<file path="config.mk">
export PLATFORM = sky130hd
export DESIGN_NAME = hwmac_unit
export DESIGN_NICKNAME = d
export VERILOG_FILES = /design/src/rtl/hwmac_pkg.sv /design/src/rtl/hwmac_decode.sv /design/src/rtl/hwmac_operand.sv /design/src/rtl/hwmac_core.sv /design/src/rtl/hwmac_unit.sv
export SDC_FILE = /design/constraint.sdc
export NUM_CORES = 1
export LEC_CHECK = 0
export BUFFER_PORTS_ARGS = -buffer_cell sky130_fd_sc_hd__buf_4
export CAP_MARGIN = 15
export CORE_MARGIN = 10
export CORE_UTILIZATION = 35
export CTS_BUF_LIST = sky130_fd_sc_hd__clkbuf_4
export DETAILED_ROUTE_END_ITERATION = 10
export RECOVER_POWER = 50
export SYNTH_ARGS = -nofsm -noshare
export SYNTH_HDL_FRONTEND = slang
export SYNTH_SLANG_ARGS = --single-unit
</file>
<file path="constraint.sdc">
create_clock -name clk -period 2.25 [get_ports clk]
set_clock_uncertainty 0.05 [all_clocks]
set_input_delay 0.3375 -clock clk [delete_from_list [all_inputs] [get_ports clk]]
set_output_delay 0.3375 -clock clk [all_outputs]
set_load 0.01 [all_outputs]
</file>
<file path="src/rtl/hwmac_pkg.sv">
package hwmac_pkg;
  localparam int unsigned INSN_W = 32;

  localparam logic [6:0] OPC_CUSTOM_MAC = 7'b1011011;
  localparam logic [6:0] OPC_INT_REG    = 7'b0110011;
  localparam logic [6:0] F7_MULDIV      = 7'b0000001;

  localparam int unsigned BIT_HALF_FORM = 14;
  localparam int unsigned BIT_HI_A      = 13;
  localparam int unsigned BIT_HI_B      = 12;
  localparam int unsigned BIT_SX_A      = 31;
  localparam int unsigned BIT_SX_B      = 30;

  typedef enum logic [1:0] {
    OP_NONE      = 2'd0,
    OP_MUL       = 2'd1,
    OP_MAC_FULL  = 2'd2,
    OP_MAC_HALF  = 2'd3
  } op_kind_e;

  typedef struct packed {
    op_kind_e   kind;
    logic [1:0] hi_sel;
    logic [1:0] sext;
  } mac_ctrl_t;
endpackage

</file>
<file path="src/rtl/hwmac_decode.sv">
module hwmac_decode
  import hwmac_pkg::*;
(
  input  logic [INSN_W-1:0] insn,
  output mac_ctrl_t         ctrl
);
  logic [6:0] opc;
  logic [2:0] f3;
  logic [6:0] f7;

  assign opc = insn[6:0];
  assign f3  = insn[14:12];
  assign f7  = insn[31:25];

  always_comb begin
    ctrl.kind   = OP_NONE;
    ctrl.hi_sel = {insn[BIT_HI_B], insn[BIT_HI_A]};
    ctrl.sext   = {insn[BIT_SX_B], insn[BIT_SX_A]};
    if (opc == OPC_CUSTOM_MAC) begin
      if (insn[BIT_HALF_FORM]) begin
        ctrl.kind = OP_MAC_HALF;
      end else if (f3 == 3'b000 && insn[31:30] == 2'b00) begin
        ctrl.kind = OP_MAC_FULL;
      end
    end else if (opc == OPC_INT_REG && f3 == 3'b000 && f7 == F7_MULDIV) begin
      ctrl.kind = OP_MUL;
    end
  end
endmodule

</file>
<file path="src/rtl/hwmac_operand.sv">
module hwmac_operand #(
  parameter int unsigned W = 32
) (
  input  logic         clk,
  input  logic         rst_n,
  input  logic [W-1:0] value,
  input  logic         half_mode,
  input  logic         hi_sel,
  input  logic         sext,
  output logic [W-1:0] prep
);
  localparam int unsigned H = W / 2;

  logic [H-1:0] half;
  logic         fill;

  assign half = hi_sel ? value[W-1:H] : value[H-1:0];
  assign fill = sext & half[H-1];
  assign prep = half_mode ? {{H{fill}}, half} : value;

  // zero-extended half leaves the upper half of the operand clear
  a_r5_zero_fill: assert property (@(posedge clk) disable iff (!rst_n)
    (half_mode && !sext) |-> (prep[W-1:H] == '0));

  // sign-extended half copies its top bit across the upper half
  a_r5_sign_fill: assert property (@(posedge clk) disable iff (!rst_n)
    (half_mode && sext) |->
      ($countones(prep[W-1:H]) == (prep[H-1] ? H : 0)));

  // the chosen half lands unchanged in the low half
  a_r4_half_pick: assert property (@(posedge clk) disable iff (!rst_n)
    half_mode |-> (prep[H-1:0] == (hi_sel ? value[W-1:H] : value[H-1:0])));
endmodule

</file>
<file path="src/rtl/hwmac_core.sv">
module hwmac_core
  import hwmac_pkg::*;
#(
  parameter int unsigned XLEN = 32
) (
  input  logic            clk,
  input  logic            rst_n,
  input  mac_ctrl_t       ctrl,
  input  logic [XLEN-1:0] src1,
  input  logic [XLEN-1:0] src2,
  input  logic [XLEN-1:0] src3,
  output logic [XLEN-1:0] result
);
  localparam int unsigned NOPS = 2;

  logic [XLEN-1:0] raw  [NOPS];
  logic [XLEN-1:0] prep [NOPS];
  logic            half_mode;
  logic [XLEN-1:0] product;
  logic [XLEN-1:0] addend;

  assign raw[0]    = src1;
  assign raw[1]    = src2;
  assign half_mode = (ctrl.kind == OP_MAC_HALF);

  for (genvar g = 0; g < NOPS; g++) begin : g_opnd
    hwmac_operand #(.W(XLEN)) u_opnd (
      .clk       (clk),
      .rst_n     (rst_n),
      .value     (raw[g]),
      .half_mode (half_mode),
      .hi_sel    (ctrl.hi_sel[g]),
      .sext      (ctrl.sext[g]),
      .prep      (prep[g])
    );
  end

  // low word of the product is exact for any mix of extensions
  assign product = prep[0] * prep[1];

  always_comb begin
    addend = src3;
    if (ctrl.kind == OP_MUL) addend = '0;
  end

  always_comb begin
    result = product + addend;
    if (ctrl.kind == OP_NONE) result = '0;
  end
endmodule

</file>
<file path="src/rtl/hwmac_unit.sv">
module hwmac_unit
  import hwmac_pkg::*;
#(
  parameter int unsigned XLEN = 32
) (
  input  logic              clk,
  input  logic              rst_n,
  input  logic              in_valid,
  output logic              in_ready,
  input  logic [INSN_W-1:0] in_insn,
  input  logic [XLEN-1:0]   in_src1,
  input  logic [XLEN-1:0]   in_src2,
  input  logic [XLEN-1:0]   in_src3,
  output logic              out_valid,
  input  logic              out_ready,
  output logic [XLEN-1:0]   out_result
);
  mac_ctrl_t       ctrl;
  logic [XLEN-1:0] comb_result;
  logic            accept;

  hwmac_decode u_decode (
    .insn (in_insn),
    .ctrl (ctrl)
  );

  hwmac_core #(.XLEN(XLEN)) u_core (
    .clk    (clk),
    .rst_n  (rst_n),
    .ctrl   (ctrl),
    .src1   (in_src1),
    .src2   (in_src2),
    .src3   (in_src3),
    .result (comb_result)
  );

  assign in_ready = !out_valid || out_ready;
  assign accept   = in_valid && in_ready;

  always_ff @(posedge clk or negedge rst_n) begin
    if (!rst_n) begin
      out_valid  <= 1'b0;
      out_result <= '0;
    end else begin
      if (accept) begin
        out_valid  <= 1'b1;
        out_result <= comb_result;
      end else if (out_ready) begin
        out_valid  <= 1'b0;
      end
    end
  end

  // empty output register on leaving reset
  a_r1_idle_after_reset: assert property (@(posedge clk) disable iff (!rst_n)
    $rose(rst_n) |-> !out_valid);

  // an accepted request is presented on the next cycle
  a_r7_accept_to_valid: assert property (@(posedge clk) disable iff (!rst_n)
    accept |=> out_valid);

  // stalled result is held and input is blocked
  a_r8_stall_hold: assert property (@(posedge clk) disable iff (!rst_n)
    (out_valid && !out_ready) |=> (out_valid && $stable(out_result)));

  a_r8_stall_block: assert property (@(posedge clk) disable iff (!rst_n)
    (out_valid && !out_ready) |-> !accept);

  // unmatched instruction words give a zero result
  a_r6_unknown_zero: assert property (@(posedge clk) disable iff (!rst_n)
    (accept && ctrl.kind == OP_NONE) |=> (out_result == '0));
endmodule

</file>
==> metrics, run 1 <==
largest net degree at the start of global routing=34; CP endpoint kind=register; vias per inst=4.91; crit path kind=primary input to register; most frequent cells after synthesis=inv_1, fa_1, nor2_1; clock transition at the registers of the reported paths=about 0.12 ns; total track usage=0.239; Slew HR=0.405; post-layout util=0.494; antenna violations before repair=2; Starting Density=0.353; Critical Path AT=approximately 8.0 ns; data required time of the worst path=~2.5 ns; setup slack, reg-to-reg=0.46 ns; # fillers=around 5000; antenna viol nets, final=0; max cap viols=0; failing checks=setup timing; vias=roughly 16000; area of the mapped netlist=between 15000 and 20000 µm²; syn avg cell area=roughly 8.8 µm²; width of the chip=250 µm; nets=3322; startpoint types=primary input; CP max stage delay=0.68 ns; H-tree depth=2; Tightest Hold Check Type=primary input to register; top cells by area, synth=fa_1, inv_1, ha_1; synthesis-to-layout area growth=40.2%; slowest stage cell, crit path=fa_1; yosys warns=0; measured slew at the worst slew-check pin=~0.9 ns; vias in the first global route=roughly 18000; die height=about 250 µm; Num CTS Buffers=5; Crit Path Max Fanout=7; drt wl/cell=roughly 23 µm; Gate Count Post-Synth=between 2000 and 2500; register area share after synthesis=0.0447; Period minus WS final=about 7.7 ns; GRT Residual Overflow=0; top-area cell type share of the netlist area=0.474; RSZ-0062 raised after global routing=yes; Post-synth EDFFs=0; final wirelength=75200 µm; die area=between 60000 and 70000 µm²; status=complete, but fails checks; largest area contributor in the netlist=fa_1; ys async rst share=1.00; Fmax=approximately 130 MHz; synth unique cells=63; core box area=~52000 µm²; count leader, synth=inv_1; TritonRoute pass-1 iters=5; max-slew violation count=0; CTS Buffer Depth=2; Final WS setup=-5.48 ns; Tcrit/Tclk final=3.44; Synth Register Bits=33; detailed placer's ending HPWL=65800 µm; Clock Tree Root=clkbuf_4; Worst-Skew Late Latency=roughly 0.36 ns; PortBufs=150; commonest register cell after synthesis=dfrtp_1; final setup vio count=31; final hold viol count=0; layout cells sized above 1=0.356; placer congestion estimate=1.04; I/O pin total=between 150 and 200; TritonCTS clock tree=done; drt initial violations=1036; first-pass GRT wire length=roughly 110000 µm; Rows=84; clk sinks=33; drt drc=0; Post-Syn Nets=about 2800
## metal layers
layer | up-vias | part of all wire | GRT usage
li1 | 7253 | - | -
met1 | 8373 | 0.43 | 0.311
met2 | 569 | 0.46 | 0.388
met3 | 96 | 0.077 | 0.0518
met4 | 0 | 0.033 | 0.0720
met5 | - | 0 | 0
## worst paths after layout
path,endpoint,cells after the start,startpoint
min in group asynchronous,out_result[18]$_DFFE_PN0P_,2,rst_n
hold / removal,out_valid$_DFFE_PN0P_,2,in_valid
max in group asynchronous,out_result[4]$_DFFE_PN0P_,2,rst_n
setup reg to reg,out_result[12]$_DFFE_PN0P_,7,out_valid$_DFFE_PN0P_
setup / recovery,out_result[31]$_DFFE_PN0P_,31,in_insn[5]
hold reg to reg,out_result[14]$_DFFE_PN0P_,2,out_result[14]$_DFFE_PN0P_
## area by class of cell
cell class	count	area (µm²)	share of cell area
diodes	1	2.50	0.0000965
flip-flops and latches	33	826	0.0319
repair buffers	601	5350	0.206
clock inverters	3	12.5	0.000483
multi-input cells	1524	17100	0.660
well taps	688	861	0.0332
clock buffers	5	37.5	0.00145
inverters	463	1740	0.0670
## critical path, delay by kind of cell
kind                       cells  cell delay (ns)
and+or+nand+nor                3             0.52
adders and majority gates      8             3.73
AOI/OAI and AO/OA              1             0.20
muxes                          1             0.33
xor gates and xnor gates      10             1.83
buffers and inverters          8             1.00
## flip-flops by register name, indices dropped and copies added (netlist names)
name / cells
out_valid: 1
out_result: 32
## cell usage in the layout (no fill, tap or decap), types with 11 or more instances in the layout
cell type,count
buf_6,57
inv_1,424
xor2_1,22
nor2_4,14
fa_1,393
inv_2,39
nand2_1,252
buf_4,490
a21oi_1,20
buf_12,42
mux2i_4,18
ha_1,85
mux2_2,11
nor2_2,30
dfrtp_1,33
o21ai_1,25
and2_1,12
a21o_1,31
a21oi_2,16
ha_4,37
fa_2,45
mux2_4,18
nor2_1,267
nand2b_1,14
xnor2_1,54
nand2_2,16
## what timing repair did
action | CTS | global route
setup endpoints to repair | 32 | 32
cloned | 1 | 1
pin swaps | 75 | 83
endpoints found under the hold margin | 33 | 0
hold buffers | 1 | 0
resized for setup | 175 | 146
setup buffers | 33 | 34
## logic make-up (layout without fill, tap and decap cells)
logic type               count (synthesis)  after routing  synth area share
flip-flops                              33             33            0.0447
buffers and inverters                  537           1072             0.112
other                                    0              1                 0
multiplexers                            63             63            0.0401
AO/OA/AOI/OAI                          152            152            0.0534
AND/OR/NAND/NOR                        658            658             0.147
XOR/XNOR                                89             89            0.0448
adder cells (fa/ha/maj)                562            562             0.558
## per-stage QoR
stage	hold WS [ns]	worst slack (ns)	cells	cell area [µm²]	setup TNS [ns]
global placement	0.266	-5.99	3242	24100	-145.32
global route	0.100	-5.66	3318	25900	-133.44
finish	0.126	-5.48	3318	25900	-128.49
detailed placement	0.273	-6.04	3242	24100	-146.67
floorplan	-0.00809	-5.61	2094	19300	-123.98
CTS	0.0951	-5.43	3284	25100	-127.91
Power of run 1 is not shown: default switching activity piles up to over one toggle a cycle in this logic, so the estimate is an artifact.
==> inputs of run 2 (changes only) <==
--- a/config.mk
+++ b/config.mk
@@ -5,6 +5,7 @@
 export SDC_FILE = /design/constraint.sdc
 export NUM_CORES = 1
 export LEC_CHECK = 0
+export ABC_AREA = 1
 export BUFFER_PORTS_ARGS = -buffer_cell sky130_fd_sc_hd__buf_4
 export CAP_MARGIN = 15
 export CORE_MARGIN = 10
==> metrics, run 2 <==
RSZ-0062 raised after global routing=yes; CP endpoint kind=register; commonest non-fill, non-tap cell in the layout=inv_1; pre-CTS setup slack=-5.38 ns (+0.661 ns); Final WS setup=-4.80 ns (+0.684 ns); die height=255 µm (+2.0%); nets=3751 (+13%); Fmax=142 MHz (+9.7%); R2R Path Start=out_valid$_DFFE_PN0P_; Starting Density=0.352 (-0.000535); top cells by area, synth=fa_1, inv_1, nand2_1; Tightest Hold Check Type=primary input to register; Placed Cells=3698 (+14%); yosys warns=0 (unchanged); synth unique cells=46 (-27%); synthesis-to-layout area growth=37.1%; final wirelength=68800 µm (-8.5%); CP startpoint=in_insn[5]; crit path capture=out_result[31]$_DFFE_PN0P_; width of the chip=255 µm (+2.0%); max-slew violation count=0 (unchanged); drt drc=0 (unchanged); Post-Syn Nets=3249 (+17%); Clock Tree Root=clkbuf_4; register area share after synthesis=0.0427 (-0.00191); TritonCTS clock tree=done; startpoint types=primary input; drt wl/cell=18.3 µm (-19%); clock transition at the registers of the reported paths=0.10 ns (-0.02 ns); r2r worst-path depth=8 (+1); drt initial violations=1228 (+19%); largest net degree at the start of global routing=39 (+15%); Storage cell area=826 µm² (unchanged); max reg flops=32 (unchanged); ys async rst share=1.00 (unchanged); Crit Path Max Fanout=6 (-1); Multi-input gate area=17100 µm² (+0.24%); most used cell, CP=fa_1; top-area cell type share of the netlist area=0.454 (-0.0203); clk sinks=33 (unchanged); final hold viol count=0 (unchanged); core box area=54900 µm² (+4.6%); most frequent cells in the layout=inv_1, nand2_1, buf_4; largest area contributor in the netlist=fa_1; Synth Register Bits=33 (unchanged); TritonRoute pass-1 iters=5 (unchanged); status=complete, but fails checks; GRT Residual Overflow=0 (unchanged); antenna viol nets, final=0 (unchanged); crit path kind=primary input to register; most frequent cells after synthesis=inv_1, nand2_1, fa_1; # fillers=5308 (+6.7%); Slew HR=0.439 (+0.0332); measured slew at the worst slew-check pin=0.842 ns (-0.0498 ns); area of the mapped netlist=19300 µm² (+4.5%); Hold Startpoint=out_ready; slowest stage cell, crit path=fa_1; count leader, synth=inv_1; worst r2r dst=out_result[10]$_DFFE_PN0P_; layout cells sized above 1=0.301 (-0.0552); Gate Count Post-Synth=2555 (+22%); Top reg by flops=out_result; I/O pin total=166 (unchanged); antenna violations before repair=3 (+1); Num CTS Buffers=5 (unchanged); final setup vio count=31 (unchanged); Cell Count, Final, Fillers Out=3763 (+13%); Post-synth EDFFs=0 (unchanged); Regs by FF count=out_result (32), out_valid (1); setup slack, reg-to-reg=0.92 ns (+0.46 ns); Period minus WS final=7.05 ns (-0.684 ns); vias=17900 (+10%); commonest register cell after synthesis=dfrtp_1; Rows=86 (+2.4%); CTS Buffer Depth=2 (unchanged); CP max stage delay=0.66 ns (-0.02 ns); vias per inst=4.76 (-3.0%); data required time of the worst path=2.46 ns (about the same); placer congestion estimate=0.935 (-10%); total track usage=0.213 (-0.0261); PortBufs=150 (unchanged); detailed placer's ending HPWL=60700 µm (-7.8%); Tcrit/Tclk final=3.13 (-0.304); failing checks=setup timing; first-pass GRT wire length=107000 µm (-4.8%); H-tree depth=2 (unchanged); die area=65000 µm² (+4.1%); syn avg cell area=7.56 µm² (-14%); Worst-Skew Late Latency=0.35 ns (about the same); vias in the first global route=19200 (+5.4%); Critical Path AT=7.26 ns (-0.69 ns); max cap viols=0 (unchanged)
-- run 2: worst min path at each step --
stage	end	slack [ns]	cells past startpoint
4_1_cts	out_valid$_DFFE_PN0P_	0.19	4
6_report	out_valid$_DFFE_PN0P_	0.21	4
3_5_place_dp	out_result[26]$_DFFE_PN0P_	0.26	1
3_3_place_gp	out_result[23]$_DFFE_PN0P_	0.25	1
2_1_floorplan	out_result[0]$_DFFE_PN0P_	-0.008	0
5_1_grt	out_valid$_DFFE_PN0P_	0.18	4
-- run 2: critical path: cells and delay by family --
kind	cells	cell delay, ns
buf+inv	11	1.04
simple gates	15	1.42
fa+ha+maj	9	4.44
-- run 2: repair_timing --
action | 4_1_cts | 5_1_grt
gates resized for setup | 195 | 184
hold buffers | 1 | 0
pin swaps | 43 | 62
cloned | 4 | 2
setup endpoints to repair | 31 | 32
endpoints found under the hold margin | 33 | 0
setup buffers | 28 | 26
-- run 2: layout make-up --
class	count	share of cell area
Antenna cell	1	0.0000945
Clock buffer	6	0.00170
Clock inverter	2	0.00128
Inverter	655	0.0952
Multi-Input combinational cell	1787	0.647
Sequential cell	33	0.0312
Tap cell	704	0.0332
Timing Repair Buffer	575	0.190
-- run 2: logic make-up (layout without fill, tap and decap cells) --
kind of cell             after synthesis  in the layout  share of synthesized area
buffers and inverters                736           1238                      0.147
adder cells (fa/ha/maj)              562            562                      0.534
AO/OA/AOI/OAI                        149            149                     0.0439
other                                  0              1                          0
AND/OR/NAND/NOR                     1043           1044                      0.215
XOR/XNOR                              29             29                     0.0161
multiplexers                           3              3                    0.00155
flip-flops                            33             33                     0.0427
-- run 2: metrics by stage --
| stage | hold WS [ns] | utilization | setup TNS [ns] | cell area [µm²] |
|---|---|---|---|---|
| after floorplan | -0.00809 | - | -110.97 | 19900 |
| after global placement | 0.249 | 0.447 | -133.33 | 24500 |
| after detailed placement | 0.260 | 0.447 | -134.94 | 24500 |
| after CTS | 0.186 | 0.466 | -116.82 | 25600 |
| after global routing | 0.177 | 0.483 | -122.93 | 26500 |
| final | 0.210 | 0.483 | -117.27 | 26500 |
-- run 2: routing by layer --
metal	track usage	wire length, µm	up-vias
met4	0.0384	1500	4
met3	0.0195	3830	81
met5	0	27	-
li1	-	-	8372
met1	0.285	29800	8934
met2	0.370	33700	525
Power of run 2 is left out for the same reason.
